File: src/rtl/voq_pkg.sv
package voq_pkg;
  typedef enum logic [2:0] {
    ADM_RSV,
    ADM_POOL,
    ADM_DROP_PKT,
    ADM_DROP_BYTE,
    ADM_DROP_POOL
  } adm_e;

  function automatic int unsigned wrap_add(int unsigned base, int unsigned step, int unsigned n);
    int unsigned t;
    t = base + step;
    return (t >= n) ? t - n : t;
  endfunction
endpackage

File: src/rtl/voq_admit_ctl.sv
module voq_admit_ctl
  import voq_pkg::*;
#(
  parameter int PKT_LIM   = 6,
  parameter int BYTE_LIM  = 1000,
  parameter int RSV_PKTS  = 2,
  parameter int POOL_PKTS = 5,
  parameter int PKT_W     = 3,
  parameter int BYTE_W    = 10,
  parameter int POOL_W    = 3,
  parameter int LEN_W     = 10
) (
  input  logic [PKT_W-1:0]  pkts_i,
  input  logic [BYTE_W-1:0] bytes_i,
  input  logic [LEN_W-1:0]  len_i,
  input  logic [POOL_W-1:0] pool_used_i,
  output adm_e              adm_o
);
  always_comb begin
    if (int'(pkts_i) >= PKT_LIM)                      adm_o = ADM_DROP_PKT;
    else if (int'(bytes_i) + int'(len_i) > BYTE_LIM)  adm_o = ADM_DROP_BYTE;
    else if (int'(pkts_i) < RSV_PKTS)                 adm_o = ADM_RSV;
    else if (int'(pool_used_i) >= POOL_PKTS)          adm_o = ADM_DROP_POOL;
    else                                              adm_o = ADM_POOL;
  end
endmodule

File: src/rtl/voq_queue_ctr.sv
module voq_queue_ctr #(
  parameter int PKT_W  = 3,
  parameter int BYTE_W = 10,
  parameter int LEN_W  = 10
) (
  input  logic              clk_i,
  input  logic              rst_ni,
  input  logic              add_i,
  input  logic [LEN_W-1:0]  add_len_i,
  input  logic              rel_i,
  input  logic [LEN_W-1:0]  rel_len_i,
  input  logic              take_i,
  output logic [PKT_W-1:0]  pkts_o,
  output logic [BYTE_W-1:0] bytes_o,
  output logic [PKT_W-1:0]  pend_o
);
  logic [BYTE_W-1:0] add_b, rel_b;

  assign add_b = add_i ? BYTE_W'(add_len_i) : '0;
  assign rel_b = rel_i ? BYTE_W'(rel_len_i) : '0;

  always_ff @(posedge clk_i or negedge rst_ni) begin
    if (!rst_ni) begin
      pkts_o  <= '0;
      bytes_o <= '0;
      pend_o  <= '0;
    end else begin
      pkts_o  <= pkts_o + PKT_W'(add_i) - PKT_W'(rel_i);
      bytes_o <= bytes_o + add_b - rel_b;
      // outstanding credit requests, net of same-cycle grant
      pend_o  <= pend_o + PKT_W'(add_i) - PKT_W'(take_i);
    end
  end
endmodule

File: src/rtl/voq_rr_arb.sv
module voq_rr_arb
  import voq_pkg::*;
#(
  parameter int N     = 4,
  parameter int IDX_W = 2
) (
  input  logic             clk_i,
  input  logic             rst_ni,
  input  logic [N-1:0]     req_i,
  input  logic             hold_i,
  output logic             gnt_valid_o,
  output logic [IDX_W-1:0] gnt_idx_o
);
  logic [IDX_W-1:0] ptr_q;

  always_comb begin
    gnt_valid_o = 1'b0;
    gnt_idx_o   = '0;
    for (int k = 0; k < N; k++) begin
      if (!gnt_valid_o && !hold_i && req_i[wrap_add(int'(ptr_q), k, N)]) begin
        gnt_valid_o = 1'b1;
        gnt_idx_o   = IDX_W'(wrap_add(int'(ptr_q), k, N));
      end
    end
  end

  always_ff @(posedge clk_i or negedge rst_ni) begin
    if (!rst_ni)          ptr_q <= '0;
    else if (gnt_valid_o) ptr_q <= IDX_W'(wrap_add(int'(gnt_idx_o), 1, N));
  end
endmodule

File: src/rtl/voq_sched.sv
module voq_sched
  import voq_pkg::*;
#(
  parameter int N_SRC     = 4,
  parameter int N_PORT    = 2,
  parameter int PKT_LIM   = 6,
  parameter int BYTE_LIM  = 1000,
  parameter int RSV_PKTS  = 2,
  parameter int POOL_PKTS = 5,
  parameter int LEN_W     = 10,
  parameter int DROP_W    = 16,
  localparam int SRC_W    = (N_SRC > 1) ? $clog2(N_SRC) : 1,
  localparam int PORT_W   = (N_PORT > 1) ? $clog2(N_PORT) : 1,
  localparam int NQ       = N_SRC * N_PORT,
  localparam int PKT_W    = $clog2(PKT_LIM + 1),
  localparam int BYTE_W   = $clog2(BYTE_LIM + 1),
  localparam int POOL_W   = $clog2(POOL_PKTS + 1)
) (
  input  logic                    clk_i,
  input  logic                    rst_ni,
  input  logic                    enq_valid_i,
  input  logic [SRC_W-1:0]        enq_src_i,
  input  logic [PORT_W-1:0]       enq_port_i,
  input  logic [LEN_W-1:0]        enq_len_i,
  input  logic                    rel_valid_i,
  input  logic [SRC_W-1:0]        rel_src_i,
  input  logic [PORT_W-1:0]       rel_port_i,
  input  logic [LEN_W-1:0]        rel_len_i,
  input  logic [N_PORT-1:0]       pause_i,
  output logic [N_PORT-1:0]       gnt_valid_o,
  output logic [N_PORT*SRC_W-1:0] gnt_src_o,
  output logic [NQ*PKT_W-1:0]     occ_pkts_o,
  output logic [NQ*BYTE_W-1:0]    occ_bytes_o,
  output logic [POOL_W-1:0]       pool_used_o,
  output logic [DROP_W-1:0]       drop_cnt_o
);
  localparam int Q_W = (NQ > 1) ? $clog2(NQ) : 1;

  logic [PKT_W-1:0]  pk_w   [NQ];
  logic [BYTE_W-1:0] by_w   [NQ];
  logic [PKT_W-1:0]  pend_w [NQ];
  logic [NQ-1:0]     add_w, rel_w, take_w, req_w;
  logic [SRC_W-1:0]  gnt_idx [N_PORT];

  logic [Q_W-1:0]    qe, qr;
  logic              enq_in, rel_in, enq_ok, rel_ok, same_q;
  logic [PKT_W-1:0]  enq_pk, rel_pk;
  logic [BYTE_W-1:0] enq_by;
  logic              pool_inc, pool_dec;
  adm_e              adm;

  assign enq_in = (int'(enq_src_i) < N_SRC) && (int'(enq_port_i) < N_PORT);
  assign rel_in = (int'(rel_src_i) < N_SRC) && (int'(rel_port_i) < N_PORT);
  assign qe     = Q_W'(int'(enq_port_i) * N_SRC + int'(enq_src_i));
  assign qr     = Q_W'(int'(rel_port_i) * N_SRC + int'(rel_src_i));
  assign enq_pk = enq_in ? pk_w[qe] : '0;
  assign enq_by = enq_in ? by_w[qe] : '0;
  assign rel_pk = rel_in ? pk_w[qr] : '0;

  voq_admit_ctl #(
    .PKT_LIM(PKT_LIM), .BYTE_LIM(BYTE_LIM), .RSV_PKTS(RSV_PKTS), .POOL_PKTS(POOL_PKTS),
    .PKT_W(PKT_W), .BYTE_W(BYTE_W), .POOL_W(POOL_W), .LEN_W(LEN_W)
  ) i_admit (
    .pkts_i(enq_pk), .bytes_i(enq_by), .len_i(enq_len_i),
    .pool_used_i(pool_used_o), .adm_o(adm)
  );

  assign enq_ok = enq_valid_i && enq_in && (adm == ADM_RSV || adm == ADM_POOL);
  assign rel_ok = rel_valid_i && rel_in && (rel_pk != '0);
  assign same_q = enq_ok && (qe == qr);

  // pool slot freed only if the queue stays above its reserve after this cycle's enqueue
  assign pool_inc = enq_ok && (adm == ADM_POOL);
  assign pool_dec = rel_ok && (int'(rel_pk) + int'(same_q) > RSV_PKTS);

  always_ff @(posedge clk_i or negedge rst_ni) begin
    if (!rst_ni) begin
      pool_used_o <= '0;
      drop_cnt_o  <= '0;
    end else begin
      pool_used_o <= pool_used_o + POOL_W'(pool_inc) - POOL_W'(pool_dec);
      if (enq_valid_i && enq_in && !enq_ok) drop_cnt_o <= drop_cnt_o + 1'b1;
    end
  end

  for (genvar g = 0; g < NQ; g++) begin : g_q
    localparam int S = g % N_SRC;
    localparam int P = g / N_SRC;

    assign add_w[g]  = enq_ok && (qe == Q_W'(g));
    assign rel_w[g]  = rel_ok && (qr == Q_W'(g));
    assign take_w[g] = gnt_valid_o[P] && (gnt_idx[P] == SRC_W'(S));
    assign req_w[g]  = (pend_w[g] != '0);

    voq_queue_ctr #(.PKT_W(PKT_W), .BYTE_W(BYTE_W), .LEN_W(LEN_W)) i_ctr (
      .clk_i(clk_i), .rst_ni(rst_ni),
      .add_i(add_w[g]), .add_len_i(enq_len_i),
      .rel_i(rel_w[g]), .rel_len_i(rel_len_i),
      .take_i(take_w[g]),
      .pkts_o(pk_w[g]), .bytes_o(by_w[g]), .pend_o(pend_w[g])
    );

    assign occ_pkts_o[g*PKT_W +: PKT_W]    = pk_w[g];
    assign occ_bytes_o[g*BYTE_W +: BYTE_W] = by_w[g];
  end

  for (genvar p = 0; p < N_PORT; p++) begin : g_port
    voq_rr_arb #(.N(N_SRC), .IDX_W(SRC_W)) i_arb (
      .clk_i(clk_i), .rst_ni(rst_ni),
      .req_i(req_w[p*N_SRC +: N_SRC]),
      .hold_i(pause_i[p]),
      .gnt_valid_o(gnt_valid_o[p]),
      .gnt_idx_o(gnt_idx[p])
    );
    assign gnt_src_o[p*SRC_W +: SRC_W] = gnt_idx[p];
  end
endmodule

File: config.mk
export PLATFORM = sky130hd
export DESIGN_NAME = voq_sched
export DESIGN_NICKNAME = d
export VERILOG_FILES = /design/src/rtl/voq_pkg.sv /design/src/rtl/voq_admit_ctl.sv /design/src/rtl/voq_queue_ctr.sv /design/src/rtl/voq_rr_arb.sv /design/src/rtl/voq_sched.sv
export SDC_FILE = /design/constraint.sdc
export NUM_CORES = 1
export LEC_CHECK = 0
export BUFFER_PORTS_ARGS = -buffer_cell sky130_fd_sc_hd__buf_4
export CORE_MARGIN = 4
export CORE_UTILIZATION = 30
export CTS_BUF_LIST = sky130_fd_sc_hd__clkbuf_8
export DETAILED_ROUTE_END_ITERATION = 10
export MAX_ROUTING_LAYER = met4
export SYNTH_ARGS = -nofsm -noshare
export SYNTH_HDL_FRONTEND = slang
export SYNTH_SLANG_ARGS = --single-unit
File: constraint.sdc
create_clock -name clk_i -period 7 [get_ports clk_i]
set_input_delay 1.05 -clock clk_i [delete_from_list [all_inputs] [get_ports clk_i]]
set_output_delay 1.05 -clock clk_i [all_outputs]
set_load 0.005 [all_outputs]
Word-level counts from Yosys, hierarchy flattened. Cells that the tools add are included.

$add $sub $neg: 73. $mul: 0. Div/mod/pow operators: 0. $lt $le $gt $ge: 25. Equal/unequal tests: 22. Shift-type cells: 0. Multiplexer cells: 71. Bitwise logic cells: 2. Reductions and logical operators: 68.

Operators with widths (number): < comparator 32 x 3 -> 1 bit, second input constant (8); two-way mux 32 bit (8); greater-or-equal comparator 32 x 3 -> 1 bit, second input constant (6); subtractor 32 x 3 -> 32 bit, second input constant (6); two-way mux 10 bit (18); adder 10 bit (8); subtractor 10 bit (8); adder 3 x 1 -> 3 bit (17); subtractor 3 x 1 -> 3 bit (17); logical AND 1 bit (44); > comparator 32 x 11 -> 1 bit, second input constant (1); binary-select mux 10 bit (select 3 bit) (1); nonzero test 3 bit (9); equality test 3 bit, second input constant (8); two-way mux 3 bit (8); two-way mux 2 bit (10); binary-select mux 3 bit (select 3 bit) (2); adder 16 x 1 -> 16 bit, second input constant (1); binary-select mux 1 bit (select 2 bit) (8); two-way mux 1 bit (16); adder 2 x 1 -> 3 bit, second input constant (4); adder 2 x 2 -> 3 bit, second input constant (4); equality test 3 x 2 -> 1 bit, second input constant (4); greater-or-equal comparator 3 bit, second input constant (4); 18 further kinds (41).

Flip-flop bits (word level): 151. Bits in latches: 0. RAM bits: 0. ROM bits: 0. Bits of input ports: 32. Output and inout bits: 129. Logic and storage cells: 289. Memories: 0.

Logic depth before layout (Yosys ltp). Gate-level depths: netlist of the first run.

Depth in word-level cells: 21. Mapped depth: 31. Mapped depth without buffers: 27.

Modules after synthesis. Synthesis of the first run repeated with hierarchy kept, for this count alone.

Cells, all modules: 1495. Area, all modules: 14341.3 µm².

Modules (own cells, without submodules): voq_queue_ctr (g_q[1].i_ctr ...) (instances 4, cells each 139, area an instance 1346.3 µm², seq. area each 400.4 µm²); voq_queue_ctr (g_q[6].i_ctr ...) (instances 2, cells each 147, area an instance 1357.6 µm², seq. area each 400.4 µm²); voq_sched (instances 1, cells each 198, area an instance 2169.6 µm², seq. area each 475.5 µm²); voq_queue_ctr (g_q[0].i_ctr) (instances 1, cells each 146, area an instance 1360.1 µm², seq. area each 400.4 µm²); voq_queue_ctr (g_q[3].i_ctr) (instances 1, cells each 138, area an instance 1320.0 µm², seq. area each 400.4 µm²); voq_rr_arb (instances 2, cells each 52, area an instance 456.7 µm², seq. area each 50.0 µm²); voq_admit_ctl (instances 1, cells each 59, area an instance 478.0 µm², seq. area each 0.0 µm²).

Worst setup path after synthesis of the first run. No wires, ideal clock.

Kind: input to register. Start: in enq_src_i[0]. End: reg g_q[1].i_ctr.bytes_o[9]. Library setup time: 125 ps. Data arrival time: 7089 ps. Required time: 6875 ps. Path slack: -215 ps. Stages: 29. Path buffers: 4. Cell sequence: buf_2 -> buf_1 -> mux4_2 -> o21ai_0 -> ha_1 -> inv_1 -> fa_1 -> nand2b_1 -> a21oi_1 -> nor3_1 -> a2111oi_4 -> nand3_1 -> o211a_1 -> and3_4 -> buf_6 -> and3b_1 -> clkbuf_1 -> and2_1 -> fa_1 -> ha_1 -> a211oi_1 -> o21ai_0 -> a21oi_1 -> o21bai_1 -> a21oi_1 -> o21bai_1 -> a21oi_1 -> xnor2_1 -> xnor2_1.

Longest elaborated chain between the ends: 16. Elaborated cells between the ends (all ways): 24. Classes of those cells: add/sub (4); order compare (3); eq/ne (2); mux (10); bitwise (1); reduce/logical (4).

RTL lines: from (decl) (line voq_sched.sv:22) `input logic [SRC_W-1:0] enq_src_i,`; adder 3 x 2 -> 3 bit * (line voq_sched.sv:54) `assign qe = Q_W'(int'(enq_port_i) * N_SRC + int'(enq_src_i));`; inverter 3 -> 4 bit (not written as such) (line voq_sched.sv:56, voq_sched.sv:57); binary-select mux 10 bit (select 3 bit) / binary-select mux 3 bit (select 3 bit) (equally long branches) (line voq_sched.sv:57, voq_sched.sv:56); two-way mux 10 bit (not written as such) / two-way mux 3 bit (equally long branches) (2 in series) (line voq_sched.sv:57, voq_sched.sv:56); adder 10 x 10 -> 11 bit / < comparator 3 x 2 -> 1 bit (equally long branches) (line voq_admit_ctl.sv:21, voq_admit_ctl.sv:22); > comparator 32 x 11 -> 1 bit / two-way mux 3 bit (equally long branches) (line voq_admit_ctl.sv:21, voq_admit_ctl.sv:22); two-way mux 3 bit (line voq_admit_ctl.sv:21) `else if (int'(bytes_i) + int'(len_i) > BYTE_LIM) adm_o = ADM_DROP_BYTE;`; two-way mux 3 bit (line voq_admit_ctl.sv:20) `if (int'(pkts_i) >= PKT_LIM) adm_o = ADM_DROP_PKT;`; equality test 3 x 1 -> 1 bit / logical NOT 3 bit (equally long branches) (line voq_sched.sv:68) `assign enq_ok = enq_valid_i && enq_in && (adm == ADM_RSV || adm == ADM_POOL);`; logical OR 1 bit (line voq_sched.sv:68); logical AND 1 bit (line voq_sched.sv:68); logical AND 1 bit * (line voq_sched.sv:90) `assign add_w[g] = enq_ok && (qe == Q_W'(g));`; two-way mux 10 bit * (line voq_queue_ctr.sv:19) `assign add_b = add_i ? BYTE_W'(add_len_i) : '0;`; adder 10 bit * (line voq_queue_ctr.sv:29) `bytes_o <= bytes_o + add_b - rel_b;`; subtractor 10 bit * (line voq_queue_ctr.sv:29); to (signal assigned) (line voq_queue_ctr.sv:29); to (decl) (line voq_queue_ctr.sv:14) `output logic [BYTE_W-1:0] bytes_o,`.

Mark *: on every way between the ends. The rest lies on a longest branch, timed or not. The select of a mux whose other input is x is not followed. A chain may end at the register's enable or synchronous reset.

Worst setup path in the final report of the first run.
Start: in enq_src_i[0]. End: reg g_q[7].i_ctr.bytes_o[9].

Longest elaborated chain between the ends: 16. Elaborated cells between the ends (all ways): 24. Classes of those cells: add/sub (4); order compare (3); eq/ne (2); mux (10); bitwise (1); reduce/logical (4).

RTL lines (line): adder 3 x 2 -> 3 bit * (voq_sched.sv:54); inverter 3 -> 4 bit (not written as such) (voq_sched.sv:56, voq_sched.sv:57); binary-select mux 10 bit (select 3 bit) / binary-select mux 3 bit (select 3 bit) (equally long branches) (voq_sched.sv:57, voq_sched.sv:56); two-way mux 10 bit (not written as such) / two-way mux 3 bit (equally long branches) (2 in series) (voq_sched.sv:57, voq_sched.sv:56); adder 10 x 10 -> 11 bit / < comparator 3 x 2 -> 1 bit (equally long branches) (voq_admit_ctl.sv:21, voq_admit_ctl.sv:22); > comparator 32 x 11 -> 1 bit / two-way mux 3 bit (equally long branches) (voq_admit_ctl.sv:21, voq_admit_ctl.sv:22); two-way mux 3 bit (voq_admit_ctl.sv:21); two-way mux 3 bit (voq_admit_ctl.sv:20); equality test 3 x 1 -> 1 bit / logical NOT 3 bit (equally long branches) (voq_sched.sv:68); logical OR 1 bit (voq_sched.sv:68); logical AND 1 bit (voq_sched.sv:68); logical AND 1 bit * (voq_sched.sv:90); two-way mux 10 bit * (voq_queue_ctr.sv:19); adder 10 bit * (voq_queue_ctr.sv:29); subtractor 10 bit * (voq_queue_ctr.sv:29); to (signal assigned) (voq_queue_ctr.sv:29); to (decl) (voq_queue_ctr.sv:14).

Marked as above.

==> results of run 1 <==
-- critical path, delay by kind of cell --
kind	cells	cell delay (ns)
AND/OR/NAND/NOR	4	0.72
buffers and inverters	3	0.55
XOR/XNOR	2	0.29
adder cells (fa/ha/maj)	3	1.08
multiplexers	2	0.80
AO/OA/AOI/OAI	11	2.46
-- final timing paths --
path	depth (start not counted)	endpoint
min	1	drop_cnt_o[15]$_DFFE_PN0P_
max reg2reg	26	g_q[7].i_ctr.bytes_o[9]$_DFF_PN0_
max in group asynchronous	2	g_q[6].i_ctr.bytes_o[9]$_DFF_PN0_
min in group asynchronous	1	g_q[1].i_ctr.bytes_o[1]$_DFF_PN0_
max	25	g_q[7].i_ctr.bytes_o[9]$_DFF_PN0_
min reg2reg	1	drop_cnt_o[15]$_DFFE_PN0P_
-- registers in the layout, indices dropped and copies added (netlist names) --
name and cells:
drop_cnt_o 16, g_port.i_arb.ptr_q 4, g_q.i_ctr.bytes_o 80, g_q.i_ctr.pend_o 24, g_q.i_ctr.pkts_o 24, pool_used_o 3
-- cells in the mapped netlist (3+ instances only) --
| master | n |
|---|---|
| a211oi_1 | 13 |
| nand2b_1 | 10 |
| mux2i_1 | 8 |
| nand2_1 | 99 |
| mux4_2 | 30 |
| inv_1 | 290 |
| and2_1 | 90 |
| o21ai_0 | 35 |
| nor2b_1 | 10 |
| o21bai_1 | 20 |
| mux2_2 | 9 |
| o211ai_1 | 6 |
| and3_1 | 11 |
| nor3_1 | 20 |
| a21oi_1 | 57 |
| o211a_1 | 3 |
| xnor2_1 | 111 |
| nand3_1 | 13 |
| nand4_1 | 7 |
| clkbuf_1 | 21 |
| buf_1 | 9 |
| ha_1 | 137 |
| fa_1 | 90 |
| o21a_1 | 6 |
| nor4b_2 | 3 |
| a21o_1 | 16 |
| nor2_1 | 46 |
| or3_1 | 3 |
| and3b_1 | 4 |
| dfrtp_1 | 151 |
| nor4_1 | 3 |
| xor2_1 | 31 |
-- power by group --
group,switching [mW],internal (mW)
registers,0.527,1.38
logic,2.70,2.64
clock network,0.370,0.326
total,3.60,4.35
-- cell type report --
class / instances / area, um2
clock inverter: 11 / 110.1
antenna: 3 / 7.507
inverter: 290 / 1089
fill: 4563 / 28510
multi-input combinational: 915 / 8437
clock buffer: 19 / 261.5
tap: 592 / 740.7
timing repair buffer: 184 / 1385
sequential: 151 / 3779
-- cell families (layout without fill, tap and decap cells) --
logic type | count (synthesis) | count (layout) | share of synthesized area
simple gates | 331 | 331 | 0.1294
fa+ha+maj | 228 | 228 | 0.2620
flops | 151 | 151 | 0.2807
buf+inv | 326 | 504 | 0.09278
other cells | 0 | 3 | 0
xor+xnor | 142 | 142 | 0.09240
compound gates | 166 | 166 | 0.07818
mux | 48 | 48 | 0.06452
-- placed cells by master, fill, tap and decap left out, types with 13 or more instances in the layout --
cell type	count
inv_1	292
buf_4	183
dfrtp_1	151
ha_1	137
xnor2_1	111
nand2_1	99
and2_1	90
fa_1	90
a21oi_1	57
nor2_1	46
o21ai_0	35
xor2_1	31
mux4_2	30
nor3_1	20
o21bai_1	20
clkbuf_8	19
a21o_1	16
nand3_1	13
a211oi_1	13
-- metal layers --
layer  GRT usage  routed length [um]  vias up
met3     0.03020                1722       48
met5           -                   0        -
met2      0.2801               19260      235
met1      0.2149               17220     5119
met4     0.05568                 948        0
li1            -                   -     4790
-- what timing repair did --
| action | 4_1_cts | 5_1_grt |
|---|---|---|
| resized for setup | 0 | 2 |
| setup endpoints to repair | 0 | 1 |
| setup buffers | 0 | 0 |
==> run summary, run 1 <==
outcome = complete, no violations
Power Dens Cells = 502.5 nW/um2
overall power = 7.945 mW
CP Class = in -> reg
via count = 10,190
placed instance area = 15,420 um2
final worst slack = 0.4386 ns
Synth top area share = 0.2807
Max Cap Viol = 0
Most common cell on crit path = a21oi_1
Total Routed Length = 39,150 um
Hold Path Class = reg -> reg
CP max FO = 10
setup_tns = 0 ns
worst setup path start = enq_src_i[0]
CP Capture Type = flop
peak supply drop = 0.1588 mV
synthesized cell area = 13,460 um2
Mapped Avg Cell Area = 9.669 um2
Mapped Cells = 1,392
Die Wd = 219.8 um
H-tree levels = 4
unrepaired setup endpoints after global routing = no
Pins Over Slew Limit = 0
FF-to-FF Start = g_q[1].i_ctr.bytes_o[0]$_DFF_PN0_
Clk Latency, worst-skew pair = 0.51 ns
Fmax = 0.1524 GHz
Worst Setup Start Kind = input port
Top FF cell, synth = dfrtp_1
Final setup viols = 0
Post-DP HPWL = 31,480 um
largest net degree at the start of global routing = 87
clock-pin slew on the worst setup and hold paths = 0.09 ns
internal reg-to-reg setup slack = 0.93 ns
Ys Warns = 0
CP peak stage delay = 0.51 ns
WP data arrival = 7.00 ns
Least-Margin Pin Slew = 0.9132 ns
total track usage = 0.1707
Residual DRC = 0
Clk Tree Root Cell = clkbuf_8
pre-CTS setup slack = -0.1631 ns
Post-synth EDFFs = 0
Placer Congestion = 0.9039
vias per inst = 4.708
Seq/Total Area, Yosys = 0.2807
vias in the first global route = 10,640
Period minus WS final = 6.561 ns
routed len/inst = 18.08 um
final instance area = 15,810 um2
Synthesized Nets = 1,651
Finished Core Util = 0.3567
Crit-path slowest cell = mux4_2
Iteration-0 DRC Markers = 740
Area growth, synth to finish = 17.46%
Inst Count DP = 2,132
global-route wire length before repair = 60,880 um
Die Y = 219.8 um
Worst slew margin = 0.3912
Yosys reg bits = 151
CTS Sinks = 151
min-delay src = drop_cnt_o[15]$_DFFE_PN0P_
dominant cell type by area after synthesis = dfrtp_1
initial core utilization = 0.3037
Final Net Count = 1,818
Critical Path RT = 7.43 ns
CTS max path bufs = 2
number of CTS-inserted buffers = 17
die area = 48,320 um2
initial antenna violation count = 3
Final Cycle Share = 0.9373
share of layout cells above drive strength 1 = 0.1682
Non-Filler Instances = 2,165
GRT Residual Overflow = 0
first-pass detailed-route iteration total = 7
clk_skew = 0.01533 ns
Area contributors post-synth = dfrtp_1, fa_1, ha_1
Hold Vio Cnt, Final = 0
asr flop ratio synth = 1.000
final antenna-violating net count = 0
Distinct cells, synth = 54
CTS Hold Buffers Added = 0
port bufs = 160
WHS = 0.4686 ns
Core ar. = 44,320 um2
Rows = 77
CTS tree = yes
I/O pin cnt = 161
LEAKAGE = 7.763 nW
Note: power is estimated with default switching activity, not from simulation.
==> run 2, diff against run 1 <==
--- a/config.mk
+++ b/config.mk
@@ -7,10 +7,11 @@
 export LEC_CHECK = 0
 export BUFFER_PORTS_ARGS = -buffer_cell sky130_fd_sc_hd__buf_4
 export CORE_MARGIN = 4
-export CORE_UTILIZATION = 30
+export CORE_UTILIZATION = 53
 export CTS_BUF_LIST = sky130_fd_sc_hd__clkbuf_8
 export DETAILED_ROUTE_END_ITERATION = 10
 export MAX_ROUTING_LAYER = met4
+export PLACE_DENSITY = 0.74
 export SYNTH_ARGS = -nofsm -noshare
 export SYNTH_HDL_FRONTEND = slang
 export SYNTH_SLANG_ARGS = --single-unit
==> run summary, run 2 (synthesis results as in run 1) <==
met3 wire len = 2374 um (+38%)
H-tree levels = 4 (unchanged)
vias per inst = 5.429 (+15%)
Die Wd = 167.4 um (-24%)
share of layout cells above drive strength 1 = 0.1667 (-0.001486)
Logic pwr share = 0.668 (-0.004)
outcome = complete, no violations
Max Cap Viol = 0 (unchanged)
I/O pin cnt = 161 (unchanged)
overall power = 7.925 mW (-0.25%)
Die Y = 167.4 um (-24%)
routed len/inst = 18.30 um (+1.2%)
WP data arrival = 6.89 ns (-0.11 ns)
unrepaired setup endpoints after global routing = no
Clk Tree Root Cell = clkbuf_8
Most common cell on crit path = xnor2_1
CP Class = in -> reg
CP top delay family = compound AO/OA/AOI/OAI gates
clk_skew = 0.01917 ns (+0.003846 ns)
Least-Margin Pin Slew = 1.034 ns (+0.1210 ns)
CP max FO = 10 (unchanged)
fill count = 2,157 (-53%)
WP buf/inv = 4 (+1)
vias in the first global route = 10,850 (+2.0%)
CTS max path bufs = 2 (unchanged)
WL met1 = 14,710 um (-15%)
global-route wire length before repair = 57,040 um (-6.3%)
largest net degree at the start of global routing = 79 (-9.2%)
Period minus WS final = 6.469 ns (-0.09214 ns)
Post-CTS Setup Inserts = 0 (unchanged)
initial core utilization = 0.5360 (+0.2323)
highest routed layer = met4
CP Capture Type = flop
Rows = 58 (-25%)
CTS Sinks = 151 (unchanged)
Placer Congestion = 0.9228 (+2.1%)
Crit-path slowest cell = mux4_2
Final Net Count = 1,812 (-0.33%)
PostCTS Resize Cnt = 0 (unchanged)
commonest cells after routing, fill and taps aside = inv_1, buf_4, dfrtp_1
CP peak stage delay = 0.50 ns (about the same)
Post-DP HPWL = 27,650 um (-12%)
Finished Core Util = 0.6159 (+0.2591)
Fmax = 0.1546 GHz (+1.4%)
multi-input logic area = 8432 um2 (about the same)
metal2 WL = 16,760 um (-13%)
GRT Residual Overflow = 0 (unchanged)
Worst Setup Start Kind = input port
Worst slew margin = 0.3105 (-0.08069)
CTS Hold Buffers Added = 0 (unchanged)
Net Switching = 3.600 mW (about the same)
Seq pwr share = 0.239 (-0.002)
setup_tns = 0 ns (unchanged)
Pins Over Slew Limit = 0 (unchanged)
final antenna-violating net count = 0 (unchanged)
die area = 28,010 um2 (-42%)
Core ar. = 25,110 um2 (-43%)
initial antenna violation count = 0 (-3)
Critical Path RT = 7.42 ns (about the same)
peak supply drop = 0.2863 mV (+80%)
port bufs = 160 (unchanged)
most common cell after layout, fill and taps aside = inv_1
CTS tree = yes
Final Cycle Share = 0.9242 (-0.01316)
Total Routed Length = 34,700 um (-11%)
Antenna diodes = 0 (-3)
Final setup viols = 0 (unchanged)
first-pass detailed-route iteration total = 5 (-2)
via count = 10,290 (+0.99%)
Hold Path Class = reg -> reg
max reg flops = 80 (unchanged)
storage element area = 3779 um2 (unchanged)
Largest Register = g_q.i_ctr.bytes_o
net switching fraction of the power = 0.4543 (+0.001563)
Iteration-0 DRC Markers = 817 (+10%)
Hold Vio Cnt, Final = 0 (unchanged)
Area growth, synth to finish = 14.89%
Internal = 4.324 mW (-0.54%)
number of CTS-inserted buffers = 17 (unchanged)
biggest regs = g_q.i_ctr.bytes_o x80, g_q.i_ctr.pend_o x24, g_q.i_ctr.pkts_o x24
total track usage = 0.2635 (+0.09274)
clock-pin slew on the worst setup and hold paths = 0.11 ns (+0.02 ns)
LEAKAGE = 7.750 nW (-0.16%)
Clk Latency, worst-skew pair = 0.48 ns (-0.03 ns)
Residual DRC = 0 (unchanged)
Power Dens Cells = 512.5 nW/um2 (+2.0%)
Clock power frac = 0.093 (+0.005)
run 2: cell count changes in the layout (fill, tap and decap cells not counted), sizes merged:
cell,before,now
bufinv,2,1
inv,292,300
clkinv,4,3
clkbuf,19,17
buf,184,178
clkinvlp,3,1
diode,3,0
run 2: path summary, 6_finish.rpt:
| kind | start | endpoint | slack (ns) | cells after the start |
|---|---|---|---|---|
| worst max-delay path | enq_src_i[0] | g_q[5].i_ctr.bytes_o[9]$_DFF_PN0_ | 0.53 | 27 |
| worst min-delay path | drop_cnt_o[15]$_DFFE_PN0P_ | drop_cnt_o[15]$_DFFE_PN0P_ | 0.48 | 1 |
| worst max register to register | g_q[7].i_ctr.bytes_o[4]$_DFF_PN0_ | g_q[5].i_ctr.bytes_o[9]$_DFF_PN0_ | 1.08 | 24 |
| worst min register to register | drop_cnt_o[15]$_DFFE_PN0P_ | drop_cnt_o[15]$_DFFE_PN0P_ | 0.48 | 1 |
| max in group asynchronous | rst_ni | g_q[5].i_ctr.pkts_o[0]$_DFF_PN0_ | 4.90 | 2 |
| min in group asynchronous | rst_ni | g_q[3].i_ctr.bytes_o[0]$_DFF_PN0_ | 0.59 | 1 |
run 2: metal layers:
layer,up-vias,GRT usage
li1,4756,-
met1,5119,0.3474
met2,357,0.4287
met3,61,0.04178
met4,0,0.07163
met5,-,-
run 2: worst register-to-register path: stages (launching register included):
cell and delay, ns:
dfrtp_1 0.45, mux4_2 0.50, mux2_2 0.28, ha_1 0.34, and2_1 0.19, a221o_1 0.34
nor3_1 0.26, a2111oi_4 0.10, nand3_1 0.09, o211a_1 0.18, and3_4 0.25, and3_1 0.43
nand2_1 0.14, fa_1 0.49, inv_1 0.07, ha_1 0.31, a211oi_1 0.23, nor2_1 0.13
o211ai_1 0.18, nand2_1 0.07, a21oi_1 0.24, o21bai_1 0.10, a21oi_1 0.20, xnor2_1 0.16
xnor2_1 0.13
run 2: power by group through the flow:
stage	clock (mW)	sequential (mW)	combinational (mW)
final	0.737	1.90	5.29
after global routing	0.784	1.96	5.96
after CTS	0.746	1.89	5.33
after detailed placement	0	1.91	5.28
after global placement	0	1.91	5.06
after floorplan	0	1.74	3.84
run 2: through the flow:
step,std cells,hold slack (ns),worst slack [ns],area [um2]
5_1_grt,1896,0.5016,0.04297,15460
2_1_floorplan,1392,0.4469,0.04998,13460
3_3_place_gp,1864,0.4580,0.1895,15050
3_5_place_dp,1864,0.4638,0.04779,15050
4_1_cts,1896,0.4788,0.5685,15460
6_report,1896,0.4786,0.5308,15460
run 2: area by class of cell:
cell class	count	share of cell area
Tap cell	330	0.02670
Multi-Input combinational cell	915	0.5453
Sequential cell	151	0.2444
Inverter	290	0.07039
Clock buffer	17	0.01513
Timing Repair Buffer	178	0.08666
Clock inverter	15	0.01149
==> run 3, diff against run 2 <==
--- a/config.mk
+++ b/config.mk
@@ -11,7 +11,9 @@
 export CTS_BUF_LIST = sky130_fd_sc_hd__clkbuf_8
 export DETAILED_ROUTE_END_ITERATION = 10
 export MAX_ROUTING_LAYER = met4
-export PLACE_DENSITY = 0.74
+export PLACE_DENSITY = 0.73
+export REMOVE_ABC_BUFFERS = 1
 export SYNTH_ARGS = -nofsm -noshare
 export SYNTH_HDL_FRONTEND = slang
+export SYNTH_HIERARCHICAL = 1
 export SYNTH_SLANG_ARGS = --single-unit
==> run summary, run 3 <==
number of CTS-inserted buffers = 17 (unchanged)
Internal = 4.659 mW (+7.7%)
biggest regs = g_q.i_ctr/bytes_o x80, g_q.i_ctr/pend_o x24, g_q.i_ctr/pkts_o x24
CP max FO = 14 (+4)
Pins Over Slew Limit = 0 (unchanged)
WHS = 0.4810 ns (+0.002376 ns)
peak supply drop = 0.2350 mV (-18%)
Die Y = 172.2 um (+2.9%)
LEAKAGE = 7.913 nW (+2.1%)
Power Dens Cells = 539.3 nW/um2 (+5.2%)
Hold Vio Cnt, Final = 0 (unchanged)
via count = 11,020 (+7.1%)
Clk Tree Root Cell = clkbuf_8
internal reg-to-reg setup slack = 1.18 ns (+0.10 ns)
PostCTS Resize Cnt = 0 (unchanged)
worst setup path start = enq_src_i[0]
Ys Warns = 6 (+6)
clk_skew = 0.01726 ns (-0.001915 ns)
GRT Residual Overflow = 0 (unchanged)
Residual DRC = 0 (unchanged)
clock-pin slew on the worst setup and hold paths = 0.09 ns (-0.02 ns)
net switching fraction of the power = 0.4673 (+0.01295)
Final Net Count = 1,909 (+5.4%)
Hold Path Class = reg -> reg
synthesized cell area = 14,280 um2 (+6.1%)
I/O pin cnt = 161 (unchanged)
final antenna-violating net count = 0 (unchanged)
H-tree levels = 4 (unchanged)
fill count = 2,306 (+6.9%)
Inst Count DP = 1,976 (+6.0%)
Post-DP HPWL = 29,020 um (+4.9%)
port bufs = 160 (unchanged)
CTS tree = yes
global-route wire length before repair = 58,640 um (+2.8%)
unrepaired setup endpoints after global routing = no
FF-to-FF Start = g_q[1].i_ctr/bytes_o[1]$_DFF_PN0_
Die Wd = 172.2 um (+2.9%)
WP data arrival = 6.69 ns (-0.20 ns)
initial antenna violation count = 0 (unchanged)
routed len/inst = 18.11 um (-1.1%)
Largest Register = g_q.i_ctr/bytes_o
Crit-path slowest cell = mux4_2
Max Cap Viol = 0 (unchanged)
Most common cell on crit path = buf_4
CP Class = in -> reg
pre-CTS setup slack = 0.2995 ns (+0.2517 ns)
Clock power frac = 0.074 (-0.019)
Placer Congestion = 0.8935 (-3.2%)
Final setup viols = 0 (unchanged)
Clk Latency, worst-skew pair = 0.46 ns (-0.02 ns)
Non-Filler Instances = 2,008 (+5.9%)
min-delay src = drop_cnt_o[15]$_DFFE_PN0P_
Iteration-0 DRC Markers = 748 (-8.4%)
CTS Hold Buffers Added = 0 (unchanged)
Final Cycle Share = 0.9022 (-0.02203)
Core ar. = 26,280 um2 (+4.7%)
setup_tns = 0 ns (unchanged)
Antenna diodes = 0 (unchanged)
vias in the first global route = 11,180 (+3.0%)
largest net degree at the start of global routing = 87 (+10%)
Least-Margin Pin Slew = 1.264 ns (+0.2299 ns)
first-pass detailed-route iteration total = 6 (+1)
Rows = 59 (+1.7%)
Period minus WS final = 6.315 ns (-0.1542 ns)
outcome = complete, no violations
Total Routed Length = 36,360 um (+4.8%)
share of layout cells above drive strength 1 = 0.1865 (+0.01982)
die area = 29,640 um2 (+5.8%)
Area growth, synth to finish = 13.52%
Mapped Cells = 1,492 (+7.2%)
CP Capture Type = flop
multi-input logic area = 9175 um2 (+8.8%)
Post-CTS Setup Inserts = 0 (unchanged)
Worst slew margin = 0.1508 (-0.1598)
final worst slack = 0.6849 ns (+0.1542 ns)
vias per inst = 5.489 (+1.1%)
storage element area = 3779 um2 (unchanged)
Logic pwr share = 0.704 (+0.036)
Worst Setup Start Kind = input port
max reg flops = 80 (unchanged)
CTS max path bufs = 2 (unchanged)
overall power = 8.746 mW (+10%)
commonest cells after routing, fill and taps aside = inv_1, buf_4, dfrtp_1
CP peak stage delay = 0.54 ns (+0.04 ns)
Critical Path RT = 7.38 ns (-0.04 ns)
CTS Sinks = 151 (unchanged)
Net Switching = 4.087 mW (+14%)
initial core utilization = 0.5436 (+0.007536)
most common cell after layout, fill and taps aside = inv_1
Seq pwr share = 0.222 (-0.017)
Fmax = 0.1584 GHz (+2.4%)
total track usage = 0.2587 (-0.004776)
crit path cell chain = buf_4 -> mux4_2 -> mux2_2 -> ha_1 -> a211oi_4 -> o21ai_2 -> a221oi_2 -> xnor2_1 -> and4_4 -> or3b_1 -> nor3b_1 -> buf_4 -> nand2_1 -> nor3_1 -> buf_4 -> nand2_1 -> fa_1 -> fa_1 -> nor2b_1 -> o2111ai_1 -> a32oi_1 -> xor2_1
Mapped Avg Cell Area = 9.574 um2 (-0.98%)
[run 3: critical path: cells and delay by family]
family                   cells  cell delay, ns
buffers and inverters        3            0.67
multiplexers                 2            0.85
AO/OA/AOI/OAI                5            1.24
adder cells (fa/ha/maj)      3            1.31
XOR/XNOR                     2            0.25
AND/OR/NAND/NOR              7            1.32
[run 3: per-layer routing]
metal,global-route usage,share of wire
met1,0.3547,0.45
met2,0.4025,0.47
met3,0.03201,0.046
met4,0.08783,0.032
met5,-,0
[run 3: area by class of cell]
| cell class | instances | area share |
|---|---|---|
| Tap cell | 335 | 0.02585 |
| Sequential cell | 151 | 0.2330 |
| Timing Repair Buffer | 175 | 0.08125 |
| Clock inverter | 14 | 0.007022 |
| Clock buffer | 18 | 0.01528 |
| Multi-Input combinational cell | 1005 | 0.5658 |
| Inverter | 310 | 0.07176 |
[run 3: final timing paths]
path / endpoint / depth (start not counted)
hold reg to reg: drop_cnt_o[15]$_DFFE_PN0P_ / 1
setup reg to reg: g_q[4].i_ctr/bytes_o[8]$_DFF_PN0_ / 21
min in group asynchronous: g_q[6].i_ctr/bytes_o[2]$_DFF_PN0_ / 1
setup / recovery: g_q[4].i_ctr/bytes_o[8]$_DFF_PN0_ / 22
hold / removal: drop_cnt_o[15]$_DFFE_PN0P_ / 1
max in group asynchronous: g_q[3].i_ctr/pkts_o[0]$_DFF_PN0_ / 2
[run 3: through the flow]
| step | util | instance area, um2 |
|---|---|---|
| 3_5_place_dp | 0.6033 | 15850 |
| 4_1_cts | 0.6170 | 16220 |
| 6_report | 0.6170 | 16220 |
| 3_3_place_gp | 0.6033 | 15850 |
| 5_1_grt | 0.6170 | 16220 |
| 2_1_floorplan | - | 14120 |
[run 3: power groups by stage]
stage / sequential, mW / combinational (mW) / clock (mW)
3_3_place_gp: 1.95 / 5.89 / 0
3_5_place_dp: 1.96 / 6.09 / 0
5_1_grt: 2.00 / 6.89 / 0.698
2_1_floorplan: 1.77 / 4.48 / 0
6_report: 1.94 / 6.16 / 0.644
4_1_cts: 1.94 / 6.16 / 0.662
